**src/rtl/vid_host_pkg.sv**
```systemverilog
package vid_host_pkg;

  localparam int BYTE_W  = 8;
  localparam int Y_KEEP  = 6;
  localparam int C_KEEP  = 5;

  typedef enum logic [1:0] {
    PH_Y  = 2'd0,
    PH_CR = 2'd1,
    PH_CB = 2'd2
  } pal_phase_e;

  typedef struct packed {
    logic [Y_KEEP-1:0] y;
    logic [C_KEEP-1:0] cr;
    logic [C_KEEP-1:0] cb;
  } pal_entry_t;

  // neutral colour: luma 00h, both differences at mid-scale 80h
  localparam pal_entry_t PAL_RESET = '{y: 6'h00, cr: 5'h10, cb: 5'h10};

  function automatic logic [BYTE_W-1:0] cmd_default(input int idx);
    case (idx)
      0:       return 8'h02;
      1:       return 8'h01;
      default: return 8'h00;
    endcase
  endfunction

endpackage

```
**src/rtl/vid_host_sync.sv**
```systemverilog
module vid_host_sync #(
  parameter int           W       = 1,
  parameter int           STAGES  = 2,
  parameter logic [W-1:0] RST_VAL = '0
) (
  input  logic         clk,
  input  logic         rst_n,
  input  logic [W-1:0] d,
  output logic [W-1:0] q
);

  logic [W-1:0] stg_q [STAGES];

  always_ff @(posedge clk or negedge rst_n) begin
    if (!rst_n) begin
      for (int i = 0; i < STAGES; i++) stg_q[i] <= RST_VAL;
    end else begin
      stg_q[0] <= d;
      for (int i = 1; i < STAGES; i++) stg_q[i] <= stg_q[i-1];
    end
  end

  assign q = stg_q[STAGES-1];

endmodule

```
**src/rtl/vid_host_rstctl.sv**
```systemverilog
module vid_host_rstctl #(
  parameter int HOLD = 5
) (
  input  logic clk,
  input  logic rst_n,
  output logic ready
);

  localparam int CW = $clog2(HOLD + 1);
  localparam logic [CW-1:0] LIMIT = CW'(HOLD);

  logic [CW-1:0] cnt_q, cnt_d;
  logic          cnt_en;

  always_comb begin
    cnt_en = (cnt_q != LIMIT);
    cnt_d  = cnt_q + 1'b1;
  end

  always_ff @(posedge clk or negedge rst_n) begin
    if (!rst_n)      cnt_q <= '0;
    else if (cnt_en) cnt_q <= cnt_d;
  end

  assign ready = (cnt_q == LIMIT);

endmodule

```
**src/rtl/vid_host_palette.sv**
```systemverilog
module vid_host_palette
  import vid_host_pkg::*;
#(
  parameter int DEPTH = 16,
  parameter int IDX_W = $clog2(DEPTH)
) (
  input  logic             clk,
  input  logic             rst_n,
  input  logic             clr,
  input  logic             we,
  input  logic [IDX_W-1:0] widx,
  input  pal_entry_t       wdata,
  input  logic [IDX_W-1:0] ridx,
  output pal_entry_t       rdata
);

  pal_entry_t ent [DEPTH];

  for (genvar e = 0; e < DEPTH; e++) begin : g_ent
    pal_entry_t q;
    logic       hit;

    assign hit = we && (widx == IDX_W'(e));

    always_ff @(posedge clk or negedge rst_n) begin
      if (!rst_n)   q <= PAL_RESET;
      else if (clr) q <= PAL_RESET;
      else if (hit) q <= wdata;
    end

    assign ent[e] = q;
  end

  assign rdata = ent[ridx];

endmodule

```
**src/rtl/vid_host_regs.sv**
```systemverilog
module vid_host_regs
  import vid_host_pkg::*;
#(
  parameter int          NUM_CMD     = 7,
  parameter int          PAL_DEPTH   = 16,
  parameter logic [7:0]  PAL_BASE    = 8'h10,
  parameter int          RST_HOLD    = 5,
  parameter int          STRAP_CYC   = 3,
  parameter int          SYNC_STAGES = 2
) (
  input  logic                   clk,
  input  logic                   rst_n,
  input  logic                   cs_n,
  input  logic                   rs,
  input  logic                   rd_n,
  input  logic                   wr_n,
  input  logic [7:0]             bus_in,
  output logic [7:0]             bus_out,
  output logic                   bus_oe,
  output logic                   ready,
  output logic                   strap_mode,
  output logic [8:0]             strap_cfg,
  output logic [NUM_CMD*8-1:0]   cfg_regs
);

  localparam int         IDX_W       = $clog2(PAL_DEPTH);
  localparam int         CMD_AW      = (NUM_CMD > 1) ? $clog2(NUM_CMD) : 1;
  localparam int         RUN_W       = $clog2(STRAP_CYC + 1);
  localparam logic [7:0] NUM_CMD_B   = 8'(NUM_CMD);
  localparam logic [7:0] PAL_DEPTH_B = 8'(PAL_DEPTH);
  localparam logic [RUN_W-1:0] RUN_LIM = RUN_W'(STRAP_CYC);

  // ---------------- synchronisers ----------------
  logic [3:0] ctl_s;
  logic [7:0] data_s;
  logic       cs_s, rs_s, rd_s, wr_s;

  vid_host_sync #(.W(4), .STAGES(SYNC_STAGES), .RST_VAL(4'b1011)) u_sync_ctl (
    .clk(clk), .rst_n(rst_n), .d({cs_n, rs, rd_n, wr_n}), .q(ctl_s)
  );

  vid_host_sync #(.W(8), .STAGES(SYNC_STAGES), .RST_VAL(8'h00)) u_sync_data (
    .clk(clk), .rst_n(rst_n), .d(bus_in), .q(data_s)
  );

  assign {cs_s, rs_s, rd_s, wr_s} = ctl_s;

  vid_host_rstctl #(.HOLD(RST_HOLD)) u_rstctl (
    .clk(clk), .rst_n(rst_n), .ready(ready)
  );

  // ---------------- state ----------------
  logic             cs_p, rd_p, wr_p;
  logic [RUN_W-1:0] run_q, run_d;
  logic [7:0]       addr_q, addr_d;
  pal_phase_e       phase_q, phase_d;
  logic [5:0]       sy_q, sy_d;
  logic [4:0]       scr_q, scr_d;
  pal_entry_t       snap_q, snap_d;
  logic [7:0]       rdata_q, rdata_d;
  logic             oe_q, oe_d;
  logic [7:0]       cmd_q [NUM_CMD];
  logic [7:0]       cmd_d [NUM_CMD];

  // ---------------- decode ----------------
  logic             rd_fall, wr_fall, cs_rise, all_low, live;
  logic             do_wr, do_rd, soft_rst;
  logic             cmd_hit, pal_hit;
  logic [7:0]       pal_off, addr_inc;
  logic [IDX_W-1:0] pal_idx, idx_inc;
  logic [CMD_AW-1:0] cmd_idx;
  logic             pal_we, pal_clr;
  pal_entry_t       pal_wdata, pal_rdata;

  always_comb begin
    rd_fall    = rd_p & ~rd_s;
    wr_fall    = wr_p & ~wr_s;
    cs_rise    = ~cs_p & cs_s;
    all_low    = ~cs_s & ~rd_s & ~wr_s;
    strap_mode = ready & (run_q == RUN_LIM);
    live       = ready & ~strap_mode & ~cs_s;
    do_wr      = live & wr_fall & ~rd_fall;
    do_rd      = live & rd_fall & ~wr_fall;

    cmd_hit    = (addr_q < NUM_CMD_B);
    cmd_idx    = addr_q[CMD_AW-1:0];
    pal_off    = addr_q - PAL_BASE;
    pal_hit    = (addr_q >= PAL_BASE) && (pal_off < PAL_DEPTH_B);
    pal_idx    = pal_off[IDX_W-1:0];
    idx_inc    = IDX_W'(pal_idx + 1'b1);
    addr_inc   = PAL_BASE + 8'(idx_inc);
  end

  always_comb begin
    if (all_low) run_d = (run_q == RUN_LIM) ? run_q : run_q + 1'b1;
    else         run_d = '0;
  end

  vid_host_palette #(.DEPTH(PAL_DEPTH), .IDX_W(IDX_W)) u_pal (
    .clk(clk), .rst_n(rst_n), .clr(pal_clr), .we(pal_we), .widx(pal_idx),
    .wdata(pal_wdata), .ridx(pal_idx), .rdata(pal_rdata)
  );

  // ---------------- next state ----------------
  always_comb begin
    addr_d    = addr_q;
    phase_d   = phase_q;
    sy_d      = sy_q;
    scr_d     = scr_q;
    snap_d    = snap_q;
    rdata_d   = rdata_q;
    oe_d      = oe_q;
    cmd_d     = cmd_q;
    pal_we    = 1'b0;
    pal_clr   = 1'b0;
    pal_wdata = '{y: sy_q, cr: scr_q, cb: data_s[7:3]};
    soft_rst  = 1'b0;

    if (cs_rise) phase_d = PH_Y;
    if (cs_s || rd_s || strap_mode) oe_d = 1'b0;

    if (do_wr) begin
      if (!rs_s) begin
        addr_d  = data_s;
        phase_d = PH_Y;
      end else if (cmd_hit) begin
        if (cmd_idx == '0 && data_s[7]) soft_rst = 1'b1;
        else                            cmd_d[cmd_idx] = data_s;
      end else if (pal_hit) begin
        case (phase_q)
          PH_Y: begin
            sy_d    = data_s[7:2];
            phase_d = PH_CR;
          end
          PH_CR: begin
            scr_d   = data_s[7:3];
            phase_d = PH_CB;
          end
          PH_CB: begin
            pal_we  = 1'b1;
            phase_d = PH_Y;
            addr_d  = addr_inc;
          end
          default: phase_d = PH_Y;
        endcase
      end
    end

    if (do_rd) begin
      oe_d = 1'b1;
      if (!rs_s) begin
        rdata_d = addr_q;
      end else if (cmd_hit) begin
        rdata_d = cmd_q[cmd_idx];
      end else if (pal_hit) begin
        case (phase_q)
          PH_Y: begin
            snap_d  = pal_rdata;
            rdata_d = {pal_rdata.y, 2'b00};
            phase_d = PH_CR;
          end
          PH_CR: begin
            rdata_d = {snap_q.cr, 3'b000};
            phase_d = PH_CB;
          end
          PH_CB: begin
            rdata_d = {snap_q.cb, 3'b000};
            phase_d = PH_Y;
            addr_d  = addr_inc;
          end
          default: phase_d = PH_Y;
        endcase
      end else begin
        rdata_d = 8'h00;
      end
    end

    if (soft_rst) begin
      addr_d  = 8'h00;
      phase_d = PH_Y;
      sy_d    = '0;
      scr_d   = '0;
      snap_d  = PAL_RESET;
      rdata_d = 8'h00;
      pal_clr = 1'b1;
      for (int i = 0; i < NUM_CMD; i++) cmd_d[i] = cmd_default(i);
    end
  end

  // ---------------- registers ----------------
  always_ff @(posedge clk or negedge rst_n) begin
    if (!rst_n) begin
      cs_p    <= 1'b1;
      rd_p    <= 1'b1;
      wr_p    <= 1'b1;
      run_q   <= '0;
      addr_q  <= 8'h00;
      phase_q <= PH_Y;
      sy_q    <= '0;
      scr_q   <= '0;
      snap_q  <= PAL_RESET;
      rdata_q <= 8'h00;
      oe_q    <= 1'b0;
      for (int i = 0; i < NUM_CMD; i++) cmd_q[i] <= cmd_default(i);
    end else begin
      cs_p    <= cs_s;
      rd_p    <= rd_s;
      wr_p    <= wr_s;
      run_q   <= run_d;
      addr_q  <= addr_d;
      phase_q <= phase_d;
      sy_q    <= sy_d;
      scr_q   <= scr_d;
      snap_q  <= snap_d;
      rdata_q <= rdata_d;
      oe_q    <= oe_d;
      cmd_q   <= cmd_d;
    end
  end

  // ---------------- outputs ----------------
  for (genvar i = 0; i < NUM_CMD; i++) begin : g_cfg
    assign cfg_regs[i*8 +: 8] = cmd_q[i];
  end

  assign strap_cfg = strap_mode ? {rs_s, data_s} : 9'h000;
  assign bus_out   = rdata_q;
  assign bus_oe    = oe_q;

endmodule

```
**config.mk**
```make
export PLATFORM = sky130hd
export DESIGN_NAME = vid_host_regs
export DESIGN_NICKNAME = d
export VERILOG_FILES = /design/src/rtl/vid_host_pkg.sv /design/src/rtl/vid_host_sync.sv /design/src/rtl/vid_host_rstctl.sv /design/src/rtl/vid_host_palette.sv /design/src/rtl/vid_host_regs.sv
export SDC_FILE = /design/constraint.sdc
export NUM_CORES = 1
export LEC_CHECK = 0
export ABC_AREA = 1
export BUFFER_PORTS_ARGS = -buffer_cell sky130_fd_sc_hd__buf_4
export CORE_ASPECT_RATIO = 0.6
export CORE_UTILIZATION = 40
export DETAILED_ROUTE_END_ITERATION = 10
export RECOVER_POWER = 100
export SLEW_MARGIN = 20
export SYNTH_ARGS = -nofsm -noshare
export SYNTH_HDL_FRONTEND = slang
export SYNTH_SLANG_ARGS = --single-unit
```
**constraint.sdc**
```tcl
create_clock -name clk -period 3.33 [get_ports clk]
set_input_delay 0.8325 -clock clk [delete_from_list [all_inputs] [get_ports clk]]
set_output_delay 0.8325 -clock clk [all_outputs]
set_load 0.05 [all_outputs]
```
==> metrics.log <==
[metrics] global route total overflow: 0
[metrics] Max Fanout on Critical Path: 16
[metrics] power share of the sequential group: 41.0%
[metrics] met2 layer usage reported by global route: between 30% and 40%
[metrics] post-layout minimum cycle time: 3.20 ns
[metrics] share of cells above drive strength 1: 8.21%
[metrics] Post CTS Setup Buffer Count: 0
[metrics] # IOs: 90
[metrics] DP HPWL: 45,800 um
[metrics] # rows: 59
[metrics] via count of the first global-routing pass: 15,800
[metrics] top cells by area in the synthesized netlist: dfrtp_1 (47%), nand2_1 (19%), o21ai_0 (7.5%)
[metrics] kind of launch point of the worst setup path: flip-flop
[metrics] clock transition at the registers of the reported paths: 0.07 ns
[metrics] Slew @ Worst Pin: 2.54 ns
[metrics] worst stage delay on the critical path: 0.70 ns
[metrics] Syn-to-layout area delta: 13.5%
[metrics] CTS root buf: clkbuf_16
[metrics] Synth cell types: 33
[metrics] # clock sinks: between 300 and 400
[metrics] Tcrit/Tclk final: approximately 96%
[metrics] total of cells resized after clock tree synthesis: 0
[metrics] cell family contributing the most delay on the critical path: buffers and inverters
[metrics] Pwr Density: between 600 and 700 nW/um2
[metrics] Clock Tree Buf Depth: 3
[metrics] met1 capacity usage during global routing: about 44%
[metrics] Ant. Diodes: 0
[metrics] flip-flop and latch count after synthesis: 384
[metrics] number of nets in the finished design: around 2,400
[metrics] type of destination of the critical path: flip-flop
[metrics] ratio of routed vias to standard cells: about 5.6
[metrics] library cell with the highest instance count after synthesis: nand2_1
[metrics] worst-path cell with the longest stage delay: dfrtp_1
[metrics] PortBufs: 89
[metrics] utilization after layout: roughly 47%
[metrics] Critical Setup Path Class: reg -> reg
[metrics] switching fraction of total power: between 30% and 40%
[metrics] GR Util All Layers: 28.5%
[metrics] Detailed Route WL: 65,300 um
[metrics] Avg Cell Area, Syn: 7.79 um2
[metrics] fin. max-slew vios: 47
[metrics] buffers and inverters on the worst path: 4
[metrics] fmax: roughly 310 MHz
[metrics] met3 GRT Util: between 10% and 20%
[metrics] number of enable flip-flop cells after synthesis: 0
[metrics] routability congestion estimate: 1.03
[metrics] Total Die Area: 46,000 um2
[metrics] flop-to-flop setup slack: around 0.13 ns
[metrics] post-synth top area share: between 40% and 50%
[metrics] number of hold violations in the final report: 0
[metrics] clock insertion delay at the later pin of the skew report: 0.55 ns
[metrics] initial antenna violation count: 3
[metrics] final number of setup-violating endpoints: 0
[metrics] peak supply drop: roughly 0.00054 V
[metrics] tightest slew margin relative to the limit: -69.1%
[metrics] post-detailed-route count of antenna-violating nets: 0
[metrics] asr flop ratio synth: 100%
[metrics] leading cell types by count after synthesis: nand2_1 (902), dfrtp_1 (339), o21ai_0 (270)
[metrics] switching power: 0.00414 W
[metrics] area of the core: ~44,000 um2
[metrics] post-route total power: approximately 0.012 W
[metrics] DRC Markers: 0
[metrics] predominant post-synthesis flop cell: dfrtp_1
[metrics] setup repair after global routing missed its margin: false
[metrics] die width: 276 um
[metrics] clock tree from TritonCTS: done
[metrics] clk_skew: 0.0156 ns
[metrics] number of H-tree branching levels: 2
[metrics] max-cap check violation count: 1
[metrics] class of the worst hold path: reg -> reg
[metrics] Worst EP arrival: 3.57 ns
[metrics] required time of the critical path: around 3.7 ns
[metrics] leakage power total: 10.2 nW
[metrics] Internal Power: 0.00814 W
[metrics] detail-routed net length per standard cell: between 20 and 25 um
[metrics] total via count after detailed routing: 16,800
[metrics] cell-by-cell trace of the critical path: inv_1 -> nor2_1 -> nand4_1 -> clkbuf_1 -> nand2_1 -> clkbuf_4 -> inv_1 -> nand2_1 -> o21ai_0
[metrics] number of nets produced by synthesis: approximately 2,300
[metrics] combinational power share: 22.0%
[metrics] cts bufs inserted: 37
[metrics] highest-utilization routing layer at the global route stage: met1
[metrics] number of violations reported at the end of detailed-routing iteration 0: 2,179
[metrics] quantity of hold-fixing buffers added after cts: 0
[metrics] gate count of the mapped netlist: 2,315
[metrics] Mapped Area: about 18,000 um2
[metrics] floorplan die height: 166 um
[metrics] sequential cell area fraction in the yosys report: 53.6%
[metrics] Initial Util: roughly 40%
[metrics] synthesis warning total: 0
[metrics] violations in the final reports: capacitance limit, slew limit
[metrics] maximum number of pins on one net before global-route repair: 154
[metrics] status: complete, but fails checks
[metrics] share of power burned in the clock network: 37.1%
[metrics] iteration count of the initial detailed-routing pass: 6
[metrics] wire length of the first global-routing pass: 99,800 um
[metrics] dominant cell type by area after synthesis: dfrtp_1
cell type report:
cell class / count / area (um2)
Inverter: 157 / 589
Clock buffer: 54 / 1070
Tap cell: 579 / 724
Fill cell: 4400 / 23500
Timing Repair Buffer: 156 / 938
Sequential cell: 384 / 9670
Clock inverter: 13 / 200
Multi-Input combinational cell: 1660 / 7270
metal layers:
layer	up-vias	part of all wire [%]
li1	7597	-
met1	8194	47
met2	907	36
met3	102	15
met4	4	1.9
met5	-	0.035
per-stage QoR:
stage / hold slack [ns] / cell area, um2 / setup WS, ns / setup TNS [ns] / cells
global placement: 0.331 / 19500 / 0.572 / 0 / 2936
floorplan: 0.331 / 18000 / -0.0421 / -0.379 / 2315
detailed placement: 0.335 / 19500 / 0.453 / 0 / 2936
CTS: 0.212 / 20800 / 0.174 / 0 / 3003
finish: 0.341 / 20500 / 0.134 / 0 / 3003
global route: 0.355 / 20500 / 0.0286 / 0 / 3003
registers in the layout, summed over array words and instances (netlist names):
register,flops
u_sync_data.q,8
u_rstctl.cnt_q,3
scr_q,5
bus_oe,1
cfg_regs,56
u_sync_data.stg_q,8
cs_p,1
run_q,2
snap_q,10
u_sync_ctl.q,4
u_pal.ent,256
sy_q,6
bus_out,8
rd_p,1
phase_q,2
u_sync_ctl.stg_q,4
wr_p,1
addr_q,8
final timing paths:
check	start	to	depth (start not counted)
setup / recovery	u_sync_data.q[7]	u_pal.ent[131]	9
hold / removal	u_sync_data.stg_q[10]	u_sync_data.q[2]	0
setup reg to reg	u_sync_data.q[7]	u_pal.ent[131]	9
hold reg to reg	u_sync_data.stg_q[10]	u_sync_data.q[2]	0
max in group asynchronous	rst_n	cfg_regs[1]	2
min in group asynchronous	rst_n	u_pal.ent[163]	1
worst register-to-register path, stage by stage, from the launching register on:
cell and delay, ns:
dfrtp_1 0.70, inv_1 0.39, nor2_1 0.31, nand4_1 0.21
clkbuf_1 0.21, nand2_1 0.08, clkbuf_4 0.35, inv_1 0.48
nand2_1 0.19, o21ai_0 0.11
power by group through the flow:
stage	sequential (W)	clock [W]	combinational (W)
floorplan	0.00524	0	0.00138
global placement	0.00511	0	0.00265
detailed placement	0.00511	0	0.00266
CTS	0.00502	0.00461	0.00267
global route	0.00505	0.00479	0.00292
finish	0.00503	0.00455	0.00270
cells by family (layout without fill, tap and decap cells):
family / count (synthesis) / count (layout) / share of synthesized area (%)
AO/OA/AOI/OAI: 370 / 370 / 10.7
XOR/XNOR: 5 / 5 / 0.243
adder cells (fa/ha/maj): 12 / 12 / 0.833
buffers and inverters: 271 / 380 / 5.93
flip-flops: 384 / 384 / 53.6
AND/OR/NAND/NOR: 1273 / 1273 / 28.7
layout by cell type, fill, tap and decap left out, types with 5 or more instances in the layout:
master       n
clkinv_1     5
clkinv_2     5
clkbuf_1    81
o21ai_0    285
clkbuf_4    15
nand2_1    906
buf_12       5
a21oi_1     30
clkbuf_2    14
buf_4       50
a221oi_1     5
clkbuf_16   39
ha_1        12
dfstp_2     42
bufinv_16    5
nand3_1    219
o22ai_1     41
dfrtp_1    338
nor3_1       5
nor2_1     126
inv_1      150
Note: power is estimated with default switching activity, not from simulation.
